`config.mk`:
```
export PLATFORM = sky130hd
export DESIGN_NAME = pr_rail_sequencer
export DESIGN_NICKNAME = d
export VERILOG_FILES = /design/src/rtl/pr_seq_pkg.sv /design/src/rtl/pr_delay.sv /design/src/rtl/pr_seq_fsm.sv /design/src/rtl/pr_rail_sequencer.sv
export SDC_FILE = /design/constraint.sdc
export NUM_CORES = 1
export LEC_CHECK = 0
export BUFFER_PORTS_ARGS = -buffer_cell sky130_fd_sc_hd__buf_2
export CAP_MARGIN = 0
export CORE_UTILIZATION = 45
export CTS_CLUSTER_SIZE = 25
export DETAILED_ROUTE_END_ITERATION = 6
export PLACE_DENSITY = 0.62
export SKIP_LAST_GASP = 1
export SLEW_MARGIN = 5
export SYNTH_ARGS = -nofsm -noshare
export SYNTH_HDL_FRONTEND = slang
export SYNTH_HIERARCHICAL = 1
export SYNTH_SLANG_ARGS = --single-unit
```
`constraint.sdc`:
```
create_clock -name clk -period 2.1 [get_ports clk]
set_input_delay 0.315 -clock clk [delete_from_list [all_inputs] [get_ports clk]]
set_output_delay 0.315 -clock clk [all_outputs]
set_load 0.03 [all_outputs]
```
`src/rtl/pr_seq_pkg.sv`:
```
package pr_seq_pkg;

   typedef enum logic [2:0] {
      PS_IDLE  = 3'd0,
      PS_UP1   = 3'd1,
      PS_UP2   = 3'd2,
      PS_UP3   = 3'd3,
      PS_RUN   = 3'd4,
      PS_HOLD  = 3'd5
   } pr_state_e;

   localparam int unsigned PR_NUM_SEC = 3;

   function automatic int unsigned pr_max4(input int unsigned a, input int unsigned b,
                                           input int unsigned c, input int unsigned d);
      int unsigned m;
      m = a;
      if (b > m) m = b;
      if (c > m) m = c;
      if (d > m) m = d;
      return m;
   endfunction

endpackage

```
`src/rtl/pr_delay.sv`:
```
// Qualified delay: done rises on the T-th consecutive edge with run high,
// and falls in the same cycle that run falls.
module pr_delay #(
   parameter int unsigned T = 4
) (
   input  logic clk,
   input  logic rst_n,
   input  logic run,
   output logic done
);
   localparam int unsigned W = $clog2(T) + 1;

   logic [W-1:0] cnt;
   logic         hit;

   generate
      if (T < 1) begin : g_bad_t
         $error("pr_delay: T must be at least 1");
      end
   endgenerate

   always_ff @(posedge clk or negedge rst_n) begin
      if (!rst_n) begin
         cnt <= '0;
         hit <= 1'b0;
      end else if (!run) begin
         cnt <= '0;
         hit <= 1'b0;
      end else if (!hit) begin
         if (cnt == W'(T - 1)) hit <= 1'b1;
         else                  cnt <= cnt + 1'b1;
      end
   end

   assign done = hit & run;

endmodule

```
`src/rtl/pr_seq_fsm.sv`:
```
module pr_seq_fsm
   import pr_seq_pkg::*;
#(
   parameter int unsigned T_SW1  = 40,
   parameter int unsigned T_SW2  = 40,
   parameter int unsigned T_LIN1 = 65,
   parameter int unsigned T_HOLD = 120
) (
   input  logic clk,
   input  logic rst_n,
   input  logic pwr_req,
   input  logic supply_ok,
   output logic sw1_en,
   output logic sw2_en,
   output logic lin1_en
);
   localparam int unsigned TMAX = pr_max4(T_SW1, T_SW2, T_LIN1, T_HOLD);
   localparam int unsigned CW   = $clog2(TMAX) + 1;

   pr_state_e    state, nxt;
   logic [CW-1:0] cnt;
   logic [CW-1:0] lim;
   logic          timed;
   logic          adv;

   always_comb begin
      timed = 1'b1;
      case (state)
         PS_UP1:  lim = CW'(T_SW1  - 1);
         PS_UP2:  lim = CW'(T_SW2  - 1);
         PS_UP3:  lim = CW'(T_LIN1 - 1);
         PS_HOLD: lim = CW'(T_HOLD - 1);
         default: begin
            lim   = '0;
            timed = 1'b0;
         end
      endcase
      adv = timed && (cnt == lim);
   end

   always_comb begin
      nxt = state;
      case (state)
         PS_IDLE: if (pwr_req) nxt = PS_UP1;
         PS_UP1:  if (!pwr_req) nxt = PS_IDLE; else if (adv) nxt = PS_UP2;
         PS_UP2:  if (!pwr_req) nxt = PS_HOLD; else if (adv) nxt = PS_UP3;
         PS_UP3:  if (!pwr_req) nxt = PS_HOLD; else if (adv) nxt = PS_RUN;
         PS_RUN:  if (!pwr_req) nxt = PS_HOLD;
         PS_HOLD: if (adv) nxt = PS_IDLE;
         default: nxt = PS_IDLE;
      endcase
      if (!supply_ok) nxt = PS_IDLE;
   end

   always_ff @(posedge clk or negedge rst_n) begin
      if (!rst_n) begin
         state <= PS_IDLE;
         cnt   <= '0;
      end else begin
         state <= nxt;
         if (nxt != state || !timed) cnt <= '0;
         else                        cnt <= cnt + 1'b1;
      end
   end

   assign sw1_en  = (state == PS_UP2) || (state == PS_UP3) ||
                    (state == PS_RUN) || (state == PS_HOLD);
   assign sw2_en  = (state == PS_UP3) || (state == PS_RUN);
   assign lin1_en = (state == PS_RUN);

endmodule

```
`src/rtl/pr_rail_sequencer.sv`:
```
module pr_rail_sequencer
   import pr_seq_pkg::*;
#(
   parameter int unsigned T_SW1   = 40,
   parameter int unsigned T_SW2   = 40,
   parameter int unsigned T_LIN1  = 65,
   parameter int unsigned T_LIN2  = 45,
   parameter int unsigned T_LIN34 = 15,
   parameter int unsigned T_HOLD  = 120,
   parameter int unsigned T_RST   = 60000
) (
   input  logic clk,
   input  logic rst_n,
   input  logic pwr_req,
   input  logic supply_ok,
   input  logic lin2_req_n,
   input  logic lin3_req,
   input  logic lin4_req,
   input  logic lin1_pgood,
   output logic sw1_en,
   output logic sw2_en,
   output logic lin1_en,
   output logic lin2_en,
   output logic lin3_en,
   output logic lin4_en,
   output logic sys_rst_n
);
   logic                  good;
   logic [PR_NUM_SEC-1:0] sec_want;
   logic [PR_NUM_SEC-1:0] sec_req;
   logic [PR_NUM_SEC-1:0] sec_done;

   generate
      if (T_SW1 < 1 || T_SW2 < 1 || T_LIN1 < 1 || T_LIN2 < 1 ||
          T_LIN34 < 1 || T_HOLD < 1 || T_RST < 1) begin : g_bad_delay
         $error("pr_rail_sequencer: every delay must be at least one cycle");
      end
   endgenerate

   pr_seq_fsm #(
      .T_SW1  (T_SW1),
      .T_SW2  (T_SW2),
      .T_LIN1 (T_LIN1),
      .T_HOLD (T_HOLD)
   ) u_fsm (
      .clk       (clk),
      .rst_n     (rst_n),
      .pwr_req   (pwr_req),
      .supply_ok (supply_ok),
      .sw1_en    (sw1_en),
      .sw2_en    (sw2_en),
      .lin1_en   (lin1_en)
   );

   assign good     = lin1_en & lin1_pgood;
   assign sec_want = {lin4_req, lin3_req, ~lin2_req_n};
   assign sec_req  = sec_want & {PR_NUM_SEC{good}};

   generate
      for (genvar g = 0; g < PR_NUM_SEC; g++) begin : g_sec
         localparam int unsigned TD = (g == 0) ? T_LIN2 : T_LIN34;
         pr_delay #(.T(TD)) u_dly (
            .clk   (clk),
            .rst_n (rst_n),
            .run   (sec_req[g]),
            .done  (sec_done[g])
         );
      end
   endgenerate

   assign lin2_en = sec_done[0];
   assign lin3_en = sec_done[1];
   assign lin4_en = sec_done[2];

   pr_delay #(.T(T_RST)) u_rst_dly (
      .clk   (clk),
      .rst_n (rst_n),
      .run   (good),
      .done  (sys_rst_n)
   );

endmodule

```
* After elaboration in Yosys (flattened, before gate mapping)
Index checks and enable logic that the tools add are counted.
Word-level totals: logic and storage cells 93, bits of input ports 8, bits in registers 49, bits in latches 0, output and inout port bits 7, bits in read-only memories 0, memories kept 0, memory bits (writable) 0
Operators by class: shift-type cells 0, divide/modulo/power cells 0, add/subtract/negate cells 5, bitwise logic cells 7, $lt $le $gt $ge 0, reductions and logical operators 14, mux-type cells 38, equality and inequality tests 19, $mul 0
Operators with widths (number):
- $mux 17 | 3
- $mux 3 | 10
- $mux 5 | 6
- $mux 7 | 3
- $pmux 7 s3 | 1
- $pmux 3 s6 | 1
- $add 17x1->17 const B | 1
- $eq 17x16->1 const B | 1
- $ne 2x2->1 const B | 8
- $mux 1 | 13
- $add 5x1->5 const B | 2
- $eq 5x4->1 const B | 2
- $add 8x1->8 const B | 1
- $eq 8x7->1 | 1
- $mux 8 | 1
- $reduce_and 2->1 | 4
- $add 7x1->7 const B | 1
- $eq 7x6->1 const B | 1
- $eq 3x2->1 const B | 2
- $eq 3x3->1 const B | 2
- $and 1x1->1 | 5
- $logic_or 1x1->1 | 5
- $reduce_or 4->1 | 1
- $and 3x3->3 | 1
- 7 further kinds | 7

* Longest topological paths before layout
Gate-level depths: netlist of the first run.
depth in word-level cells 12, gate-level depth with buffers 7, mapped depth without buffers 6

* Modules after synthesis
Netlist of the first run, hierarchy kept.
Modules (own cells, without submodules):
- pr_delay (u_rst_dly) | area each 977.2 sq um, cells an instance 97, instances 1, sequential area each 450.4 sq um
- pr_seq_fsm | area each 768.2 sq um, cells an instance 88, instances 1, sequential area each 275.3 sq um
- pr_delay (g_sec[1].u_dly ...) | area each 321.6 sq um, cells an instance 32, instances 2, sequential area each 150.1 sq um
- pr_delay (g_sec[0].u_dly) | area each 435.4 sq um, cells an instance 42, instances 1, sequential area each 200.2 sq um
- pr_rail_sequencer | area each 28.8 sq um, cells an instance 4, instances 1, sequential area each 0.0 sq um

* Worst setup path after synthesis of the first run
Ideal clock, no wire load.
path kind flip-flop to output port, start register u_fsm.state[1], end output port sys_rst_n, required time 1.785 ns, data arrival time 1.907 ns, path slack -0.122 ns, path buffers 1, cell stages (with the launch flop) 6, path through dfrtp_1 nand2b_1 nor2_1 and2_2 clkbuf_1 and2_1
On the way: word-level cells in the longest chain between the ends 3
RTL lines:
- start: declaration | RTL line pr_seq_fsm.sv:20 | pr_state_e state, nxt;
- start signal: assignment | RTL line pr_seq_fsm.sv:60 | state <= nxt;
- $eq 3x3->1 | RTL line pr_seq_fsm.sv:69 | assign lin1_en = (state == PS_RUN);
- named net lin1_en | RTL line pr_rail_sequencer.sv:22 | output logic lin1_en,
- $and 1x1->1 | RTL line pr_rail_sequencer.sv:55 | assign good = lin1_en & lin1_pgood;
- named net good | RTL line pr_rail_sequencer.sv:28 | logic good;
- $and 1x1->1 | RTL line pr_delay.sv:35 | assign done = hit & run;
- end: declaration | RTL line pr_rail_sequencer.sv:26 | output logic sys_rst_n
The timed path passes the listed nets, and every way through them passes these cells.

* Worst setup path after layout of the first run
start register u_fsm.state[2], end output port lin2_en
On the way: word-level cells in the longest chain between the ends 4
RTL lines:
- $eq 3x3->1 | RTL line pr_seq_fsm.sv:69
- $and 1x1->1 | RTL line pr_rail_sequencer.sv:55
- $and 3x3->3 | RTL line pr_rail_sequencer.sv:57 | assign sec_req = sec_want & {PR_NUM_SEC{good}};
- named net sec_req[0] | RTL line pr_rail_sequencer.sv:30 | logic [PR_NUM_SEC-1:0] sec_req;
- $and 1x1->1 | RTL line pr_delay.sv:35
- end: declaration | RTL line pr_rail_sequencer.sv:23 | output logic lin2_en,
The timed path passes the listed nets, and every way through them passes these cells.

==> flow_summary.yaml, run 1 <==
worst_setup_path:
  endpoint: "lin2_en"
  cp.arrival_ns: 1.62
  crit_fanout: 8
  reg2reg_depth: 4
  setup.worst_path.class: "reg2out"
  reg2reg_to: "u_fsm/state[2]$_DFF_PN0_"
  crit_required_ns: 1.78
  startpoint: "u_fsm/state[2]$_DFF_PN0_"
  reg2reg_slack_ns: 0.20
  crit_path_end_kind: "output port"
  reg2reg_from: "u_fsm/cnt[0]$_DFF_PN0_"
  cp-start-kind: "flip-flop"
clock_tree:
  cts.htree.levels: 2
  clk_pin_slew_ns: 0.09
  ctsRootBufferMaster: "clkbuf_8"
  cts_tree: "built"
  cts_hold_buf: 0
  cts_buffers: 5
  clock_sinks: 49
  clock_latency_ns: 0.30
  cts_setup_buffers: 0
  cts_buffer_depth: 2
global_routing:
  grt_max_degree: 32
  overflow: 0
  track_usage_pct: 18.22
  grt_pass1_wl_um: 9432
  antenna_found_initial: 0
  grt_pass1_vias: 2080
cells_and_area:
  drive_gt1_share_pct: 14.06
  diodes: 0
  area_delta_synth_final_pct: 11.97
  nets: 336
power_and_ir_drop:
  pwr-share-comb_pct: 2.8
  internal-power_uw: 1348
  clock_power_share_pct: 41.0
  swShare_pct: 20.07
  vdd_drop_max_mv: 0.3568
  leakagePower_uw: 0.001455
  pwr-share-seq_pct: 56.2
  p_switching_uw: 338.5
  power-per-cell-area_nw_per_um2: 527.9
logic_synthesis:
  synth-edff-count: 0
  syn_inst: 295
  yosysTopAreaCellShare_pct: 42.98
  synthesis.area_um2: 2853
  ys_ff_latch: 49
  synthArstFlopShare_pct: 100.0
  synth_area_leader_cell: "dfrtp_1"
  synth.yosys.seq_area_share_pct: 42.98
  ys_warn_count: 6
  synth_area_leaders: "dfrtp_1 (43%), ha_1 (3.9%), nand2_1 (3.8%)"
  syn_avg_cell_area_um2: 9.670
  yosysMostFrequentCell: "dfrtp_1"
  synth_flop_cell: "dfrtp_1"
  synthesis.nets: 312
  synth_cell_type_count: 60
  synth.top_cells.by_count: "dfrtp_1 (49), nand2_1 (29), nor3_1 (15)"
drt:
  routed_wl_um: 5559
  drtAntennaViolNets: 0
  dr.pass1.iters: 4
  drtIter0Drc: 95
  drc: 0
  drt-wirelength-per-cell_um: 14.07
  vias_per_cell: 5.572
  vias: 2201
sta:
  fmax_ghz: 0.5180
  hold_violations: 0
  rsz0062_at_grt: "no"
  tns_ns: 0
  worstMarginPinSlew_ns: 0.6969
  layout_min_cycle_time_ns: 1.931
  whs_ns: 0.05319
  drv_slew: 0
  fin_crit_sh_pct: 91.94
  slew_headroom_pct: 53.54
  worst_clock_skew_ns: 0.006934
  setup_viol: 0
  setup_ws_ns: 0.1693
outcome:
  status: "finished, final reports clean"
die:
  ioPinCount: 15
  dieArea_um2: 6662
  chipHeight_um: 81.62
  fp.coreArea_um2: 6026
  core.rowCount: 28
  start_util_pct: 47.34
  fp.dieW_um: 81.62
placement:
  portBuffers: 14
  place_hpwl_um: 3998
  place.gp.congestion: 0.8115
  dp_slack_ns: 0.2874
hold_path:
  hold_class: "in2async"
job:
  cap_violations: 0
logic make-up (layout without fill, tap and decap cells):
kind of cell	Yosys count	count (layout)	share of synthesized area, %
xor+xnor	17	17	5.219
fa+ha+maj	9	9	3.947
compound gates	45	45	11.40
buf+inv	19	44	2.675
simple gates	146	146	30.26
mux	10	10	3.509
flops	49	49	42.98
power by group through the flow:
| stage | registers (uW) | logic, uW | clock network [uW] |
|---|---|---|---|
| CTS | 947 | 49.1 | 718 |
| floorplan | 965 | 15.5 | 0 |
| finish | 947 | 47.0 | 692 |
| detailed placement | 966 | 49.2 | 0 |
| global placement | 966 | 49.2 | 0 |
| global route | 948 | 54.5 | 764 |
per-stage QoR:
step	utilization, %	total power, uW	cell area, um2	std cells
2_1_floorplan	-	980.0	2855	295
3_3_place_gp	51.02	1016	3074	387
3_5_place_dp	51.02	1015	3074	387
4_1_cts	52.95	1715	3191	395
5_1_grt	53.01	1766	3194	395
6_report	53.01	1686	3194	395
placed cells by master (no fill, tap or decap), types with 4 or more instances in the layout:
cell type,synthesis,final
nand4b_1,4,4
or3_1,4,4
ha_1,9,9
clkbuf_8,0,6
buf_4,0,13
nand2b_1,10,10
xnor2_1,10,10
buf_2,4,14
o21ai_0,7,7
and2_1,13,13
nand2_1,29,29
and3_1,5,4
a21oi_1,4,4
xor2_1,7,7
nor2b_1,10,10
nand3_1,11,11
mux2i_1,10,10
nor2_1,12,11
nor3_1,15,15
inv_1,9,9
nand4_1,7,7
nor4_1,4,4
dfrtp_1,49,48
metal layers:
metal	up-vias	GRT usage (%)	part of all wire [%]
met4	0	3.333	0.34
met1	1063	24.33	49
li1	1116	-	-
met2	20	30.50	48
met3	2	4.000	2.2
met5	-	0	0
sequential cells by signal (all words and copies together) (netlist names):
register and cells:
u_fsm/state 3, u_rst_dly/cnt 17, g_sec.u_dly/cnt 17, u_rst_dly/hit 1, g_sec.u_dly/hit 3, u_fsm/cnt 8
critical path, cell delays in order (launching register included):
cell and delay [ns]:
dfrtp_2 0.45, nand2b_1 0.12, nor2_2 0.14, and3b_2 0.27
and2_1 0.15, buf_2 0.20
final cells by class:
type                    instances  area, um2
fillers                       564       2831
multi-input cells             227       1555
flip-flops and latches         49       1227
repair buffers                 27      167.7
well taps                      75      93.84
clock buffers                   7      86.33
inverters                       9      33.78
clock inverters                 1      30.03
repair_timing:
action | 4_1_cts | 5_1_grt
gates resized for setup | 0 | 3
endpoints found under the hold margin | 0 | 0
setup endpoints to repair | 0 | 4
worst min path at each step:
stage	startpoint	end	slack [ns]	depth (start not counted)
5_1_grt	rst_n	u_rst_dly/cnt[0]$_DFFE_PN0P_	0.10	1
6_report	rst_n	u_rst_dly/cnt[14]$_DFFE_PN0P_	0.05	1
3_5_place_dp	rst_n	u_rst_dly/cnt[0]$_DFFE_PN0P_	0.41	1
4_1_cts	rst_n	u_rst_dly/cnt[14]$_DFFE_PN0P_	0.08	1
3_3_place_gp	rst_n	u_rst_dly/cnt[0]$_DFFE_PN0P_	0.42	1
2_1_floorplan	rst_n	g_sec[0].u_dly/cnt[0]$_DFFE_PN0P_	0.02	0
Note: power is estimated with default switching activity, not from simulation.
==> inputs of run 2 (changes only) <==
--- a/config.mk
+++ b/config.mk
@@ -7,10 +7,12 @@
 export LEC_CHECK = 0
 export BUFFER_PORTS_ARGS = -buffer_cell sky130_fd_sc_hd__buf_2
 export CAP_MARGIN = 0
-export CORE_UTILIZATION = 45
+export CELL_PAD_IN_SITES_DETAIL_PLACEMENT = 1
+export CELL_PAD_IN_SITES_GLOBAL_PLACEMENT = 1
+export CORE_UTILIZATION = 48
 export CTS_CLUSTER_SIZE = 25
 export DETAILED_ROUTE_END_ITERATION = 6
-export PLACE_DENSITY = 0.62
+export PLACE_DENSITY = 0.8
 export SKIP_LAST_GASP = 1
 export SLEW_MARGIN = 5
 export SYNTH_ARGS = -nofsm -noshare
==> flow_summary.yaml, run 2 (synthesis gave the netlist of run 1 again) <==
outcome:
  violations: "hold timing"
  status: "finished with violations"
sta:
  layout_min_cycle_time_ns: 2.009
  whs_ns: -0.003101
  worstMarginPinSlew_ns: 0.7176
  drv_slew: 0
  setup_ws_ns: 0.09091
  hold_violations: 9
  worst_clock_skew_ns: 0.009245
  tns_ns: 0
  setup_viol: 0
  slew_headroom_pct: 52.16
  rsz0062_at_grt: "yes"
  fin_crit_sh_pct: 95.67
  fmax_ghz: 0.4977
clock_tree:
  cts_tree: "built"
  ctsRootBufferMaster: "clkbuf_8"
  cts_hold_buf: 0
  clock_latency_ns: 0.31
  cts_buffers: 5
  cts_buffer_depth: 2
  clock_sinks: 49
  cts.htree.levels: 2
  clk_pin_slew_ns: 0.09
cells_and_area:
  fin_util_pct: 57.39
  diodes: 0
  drive_gt1_share_pct: 14.64
  final_common_cell: "dfrtp_1"
  nFillCells: 659
  final_cell_mix: "dfrtp_1 (49), nand2_1 (29), nor3_1 (15), buf_2 (14)"
  nets: 337
  area_delta_synth_final_pct: 12.81
  fin_area_um2: 3218
  top_regs: "g_sec.u_dly/cnt: 17 flops, u_rst_dly/cnt: 17 flops, u_fsm/cnt: 8 flops"
placement:
  portBuffers: 14
  place_hpwl_um: 4843
  dpl-instance-area_um2: 3075
  place.gp.congestion: 0.7658
  dp_slack_ns: 0.2750
global_routing:
  use_met2_pct: 38.88
  grt_most_used_layer: "met2"
  overflow: 0
  grt_max_degree: 26
  use_met1_pct: 28.64
  grt_pass1_wl_um: 11080
  grt_use_met3_pct: 4.138
  track_usage_pct: 22.71
  antenna_found_initial: 0
  grt_pass1_vias: 2298
power_and_ir_drop:
  vdd_drop_max_mv: 0.3897
  leakagePower_uw: 0.001462
  power-per-cell-area_nw_per_um2: 524.2
drt:
  drtAntennaViolNets: 0
  vias: 2278
  drt-wirelength-per-cell_um: 16.40
  drtIter0Drc: 106
  routed_wl_um: 6444
  dr.pass1.iters: 4
  drc: 0
  vias_per_cell: 5.796
die:
  start_util_pct: 50.87
  core.rowCount: 27
  fp.dieW_um: 79.09
  fp.coreArea_um2: 5608
  ioPinCount: 15
  dieArea_um2: 6255
  chipHeight_um: 79.09
worst_setup_path:
  crit_path_end_kind: "output port"
  crit_fanout: 5
  crit_required_ns: 1.78
  reg2reg_slack_ns: 0.25
  reg2reg_to: "u_fsm/state[1]$_DFF_PN0_"
  endpoint: "lin2_en"
  reg2reg_depth: 4
  reg2reg_from: "u_fsm/cnt[0]$_DFF_PN0_"
  setup.worst_path.class: "reg2out"
  cp-start-kind: "flip-flop"
  startpoint: "u_fsm/state[1]$_DFF_PN0_"
  cp.arrival_ns: 1.69
job:
  cap_violations: 0
hold_path:
  hold_class: "in2async"
==> run 2: cell types whose count changed in the layout (fill, tap and decap cells not counted), sizes merged <==
cell	before	now
buf	27	28
clkbuf	7	5
clkinv	0	1
clkinvlp	0	1
==> run 2: per-layer routing <==
layer | up-vias | wire (um)
met2 | 17 | 3340
met1 | 1131 | 2893
li1 | 1125 | -
met3 | 5 | 124
met4 | 0 | 85
met5 | - | 0
==> run 2: power breakdown <==
part	total (uW)	internal, uW	switching, uW
registers	946	944	1.61
clock network	690	357	334
logic	50.8	16.5	34.3
total	1690	1320	369
==> run 2: worst min path at each step <==
stage                                                   end
final                     g_sec[0].u_dly/cnt[1]$_DFFE_PN0P_
after global routing           u_rst_dly/cnt[3]$_DFFE_PN0P_
after CTS                      u_rst_dly/cnt[1]$_DFFE_PN0P_
after detailed placement       u_rst_dly/cnt[3]$_DFFE_PN0P_
after global placement         u_rst_dly/cnt[3]$_DFFE_PN0P_
after floorplan           g_sec[0].u_dly/cnt[0]$_DFFE_PN0P_
==> run 2: final cells by class <==
cell class | count | area [um2] | share of cell area, %
tap | 72 | 90.09 | 2.799
multi-input combinational | 227 | 1565 | 48.64
clock inverter | 3 | 46.29 | 1.439
sequential | 49 | 1226 | 38.10
clock buffer | 5 | 68.82 | 2.138
timing repair buffer | 28 | 187.7 | 5.832
inverter | 9 | 33.78 | 1.050
==> run 2: stage by stage <==
stage | power (uW) | instances
CTS | 1716 | 391
global placement | 1017 | 383
global route | 1761 | 393
floorplan | 980.0 | 295
detailed placement | 1017 | 383
finish | 1687 | 393
==> run 2: what timing repair did <==
action,CTS,global route
buffers inserted,0,2
resized for setup,2,3
setup endpoints to repair,2,3
pin swaps,0,1
endpoints found under the hold margin,0,0
==> run 2: worst max-delay path, cell delays in order, from the launching register on <==
cell      delay, ns
dfrtp_1        0.41
nand2b_1       0.22
nor2_4         0.13
and3b_2        0.26
and2_1         0.16
buf_2          0.20
==> inputs of run 3 (changes only) <==
--- a/config.mk
+++ b/config.mk
@@ -5,14 +5,15 @@
 export SDC_FILE = /design/constraint.sdc
 export NUM_CORES = 1
 export LEC_CHECK = 0
+export ABC_AREA = 1
 export BUFFER_PORTS_ARGS = -buffer_cell sky130_fd_sc_hd__buf_2
 export CAP_MARGIN = 0
 export CELL_PAD_IN_SITES_DETAIL_PLACEMENT = 1
 export CELL_PAD_IN_SITES_GLOBAL_PLACEMENT = 1
-export CORE_UTILIZATION = 48
+export CORE_UTILIZATION = 41
 export CTS_CLUSTER_SIZE = 25
 export DETAILED_ROUTE_END_ITERATION = 6
-export PLACE_DENSITY = 0.8
+export PLACE_DENSITY = 0.76
 export SKIP_LAST_GASP = 1
 export SLEW_MARGIN = 5
 export SYNTH_ARGS = -nofsm -noshare
==> constraint.sdc (replaced) <==
create_clock -name clk -period 1.8 [get_ports clk]
set_input_delay 0.27 -clock clk [delete_from_list [all_inputs] [get_ports clk]]
set_output_delay 0.27 -clock clk [all_outputs]
set_load 0.03 [all_outputs]
==> flow_summary.yaml, run 3 <==
clock_tree:
  clock_sinks: 49
  clock_latency_ns: 0.31
  cts_buffers: 5
  ctsRootBufferMaster: "clkbuf_8"
  cts_tree: "built"
  cts.htree.levels: 2
  cts_buffer_depth: 2
  clk_pin_slew_ns: 0.10
die:
  dieArea_um2: 8254
  core.rowCount: 32
  fp.coreArea_um2: 7687
  fp.dieW_um: 90.85
  ioPinCount: 15
  start_util_pct: 42.11
  chipHeight_um: 90.85
logic_synthesis:
  synthesis.area_um2: 3237
  synth.top_cells.by_count: "nand2_1 (135), inv_1 (60), nor2_1 (51)"
  synth_fa_ha_area_share_pct: 3.479
  synth-compound-area-share_pct: 7.383
  yosys.area_share.simple_pct: 38.19
  synth_area_leader_cell: "dfrtp_1"
  synth.yosys.seq_area_share_pct: 37.88
  syn_avg_cell_area_um2: 7.161
  synthesis.nets: 469
  synth_cell_type_count: 32
  synth_area_leaders: "dfrtp_1 (38%), nand2_1 (16%), nand3_1 (7.7%)"
  synth_xor_area_share_pct: 3.247
  yosysTopAreaCellShare_pct: 37.88
  synth_flop_cell: "dfrtp_1"
  synthArstFlopShare_pct: 100.0
  synthMuxAreaShare_pct: 0
  yosysMostFrequentCell: "nand2_1"
  synth_top_family_by_area: "simple AND/OR/NAND/NOR gates"
  ys_warn_count: 6
  synth-edff-count: 0
  syn_inst: 452
  ys_ff_latch: 49
worst_setup_path:
  cpPeakStageDelay_ns: 0.47
  startpoint: "u_fsm/state[1]$_DFF_PN0_"
  reg2reg_from: "u_fsm/state[1]$_DFF_PN0_"
  crit_fanout: 4
  setup.worst_path.class: "reg2out"
  cp-start-kind: "flip-flop"
  crit_chain: "nor2_4 -> inv_2 -> nor2_4 -> nand2_4 -> nor2_4 -> nand2_8 -> inv_4 -> buf_6"
  crit_path_end_kind: "output port"
  crit_required_ns: 1.53
  cpMostUsedCell: "nor2_4"
  slowest_stage: "dfrtp_2"
  cp.arrival_ns: 1.69
placement:
  place.gp.congestion: 0.8147
  dpl-instance-area_um2: 3558
  place_hpwl_um: 6262
  dp_slack_ns: -0.1392
  portBuffers: 14
drt:
  drc: 0
  routed_wl_um: 9616
  dr.pass1.iters: 4
  drtIter0Drc: 125
  vias_per_cell: 5.204
  vias: 3164
  drtAntennaViolNets: 0
  drt-wirelength-per-cell_um: 15.82
outcome:
  violations: "setup timing"
  status: "finished with violations"
cells_and_area:
  final_cell_mix: "nand2_1 (121), inv_1 (53), nand3_1 (47), dfrtp_1 (47), nor2_1 (40)"
  fin_area_um2: 4075
  drive_gt1_share_pct: 26.28
  final_common_cell: "nand2_1"
  nets: 522
  area_delta_synth_final_pct: 25.90
  diodes: 0
  nFillCells: 1002
  top_regs: "g_sec.u_dly/cnt: 17 flops, u_rst_dly/cnt: 17 flops, u_fsm/cnt: 8 flops"
sta:
  setup_viol: 39
  setup_ws_ns: -0.1632
  worstMarginPinSlew_ns: 0.5738
  worst_clock_skew_ns: 0.01221
  rsz0062_at_grt: "yes"
  fmax_ghz: 0.5094
  tns_ns: -2.947
  fin_crit_sh_pct: 109.1
  slew_headroom_pct: 61.75
  layout_min_cycle_time_ns: 1.963
  drv_slew: 0
  hold_violations: 0
hold_path:
  holdCritStartpoint: "lin2_req_n"
  hold_class: "in2reg"
global_routing:
  grt_pass1_vias: 3252
  antenna_found_initial: 0
  grt_max_degree: 29
  track_usage_pct: 22.72
  overflow: 0
  grt_pass1_wl_um: 15230
power_and_ir_drop:
  power-per-cell-area_nw_per_um2: 496.3
  clock_power_share_pct: 40.0
  vdd_drop_max_mv: 0.3192
  pwr-share-comb_pct: 5.3
  pwr-share-seq_pct: 54.7
  swShare_pct: 22.85
  p_switching_uw: 462.2
  leakagePower_uw: 0.002021
  internal-power_uw: 1560
job:
  cap_violations: 0
run 3: cell types whose count changed after synthesis, moves of 10 or more:
| cell | before | now |
|---|---|---|
| and2_1 | 13 | 0 |
| inv_1 | 9 | 60 |
| mux2i_1 | 10 | 0 |
| nand2_1 | 29 | 135 |
| nand2b_1 | 10 | 0 |
| nand3_1 | 11 | 50 |
| nor2_1 | 12 | 51 |
| nor2b_1 | 10 | 0 |
| nor3_1 | 15 | 2 |
| o21ai_0 | 7 | 22 |
run 3: cell type report:
type                       count  area [um2]  area share, %
tap                          102       127.6          3.132
multi-input combinational    335        1933          47.44
sequential                    49        1229          30.15
inverter                      63       249.0          6.110
timing repair buffer          51       424.2          10.41
clock buffer                   5       68.82          1.689
clock inverter                 3       43.79          1.075
run 3: worst max-delay path, delay by kind of cell (launching register included):
family                 cells  cell delay, ns
buffers and inverters      3            0.24
DFF                        1            0.47
and+or+nand+nor            5            0.68
run 3: timing repair:
item,in CTS,in global routing
hold buffers,1,0
hold endpoints to repair,21,0
endpoints found under the setup margin,35,44
buffers inserted,9,9
pin swaps,4,23
gates cloned,0,3
gates resized for setup,28,40
run 3: power by group through the flow:
stage	Sequential, uW	Combinational, uW	Clock (uW)
finish	1110	108	809
CTS	1110	97.3	842
detailed placement	1130	85.1	0
global route	1110	119	864
floorplan	1130	35.8	0
global placement	1130	82.5	0
run 3: path summary, 6_finish.rpt:
kind                       slack, ns  cells past startpoint                           endpoint
setup / recovery               -0.16                      8                            lin2_en
hold / removal                  0.39                      6  g_sec[0].u_dly/cnt[3]$_DFFE_PN0P_
setup reg to reg               -0.14                     15             u_fsm/cnt[7]$_DFF_PN0_
hold reg to reg                 0.50                      1             u_fsm/cnt[0]$_DFF_PN0_
max in group asynchronous       0.73                      3           u_fsm/state[1]$_DFF_PN0_
min in group asynchronous       0.49                      2  g_sec[0].u_dly/cnt[0]$_DFFE_PN0P_
run 3: metal layers:
metal  vias to the layer above  track usage, %  share of wire, %
li1                       1538               -                 -
met1                      1572           28.37                43
met2                        32           41.35                53
met3                        22           3.199               2.0
met4                         0           5.026               2.0
met5                         -               0                 0
run 3: cells by family (layout without fill, tap and decap cells):
kind of cell	Yosys count	in the layout
AND/OR/NAND/NOR	272	275
buffers and inverters	71	122
flip-flops	49	49
AO/OA/AOI/OAI	39	39
XOR/XNOR	12	12
adder cells (fa/ha/maj)	9	9
run 3: through the flow:
step | hold WS [ns] | std cells | total power [uW] | util [%]
2_1_floorplan | -0.02559 | 452 | 1163 | -
3_3_place_gp | 0.2856 | 580 | 1210 | 46.29
3_5_place_dp | 0.2906 | 580 | 1213 | 46.29
4_1_cts | 0.4433 | 598 | 2046 | 49.92
5_1_grt | 0.3921 | 608 | 2091 | 53.01
6_report | 0.3867 | 608 | 2022 | 53.01
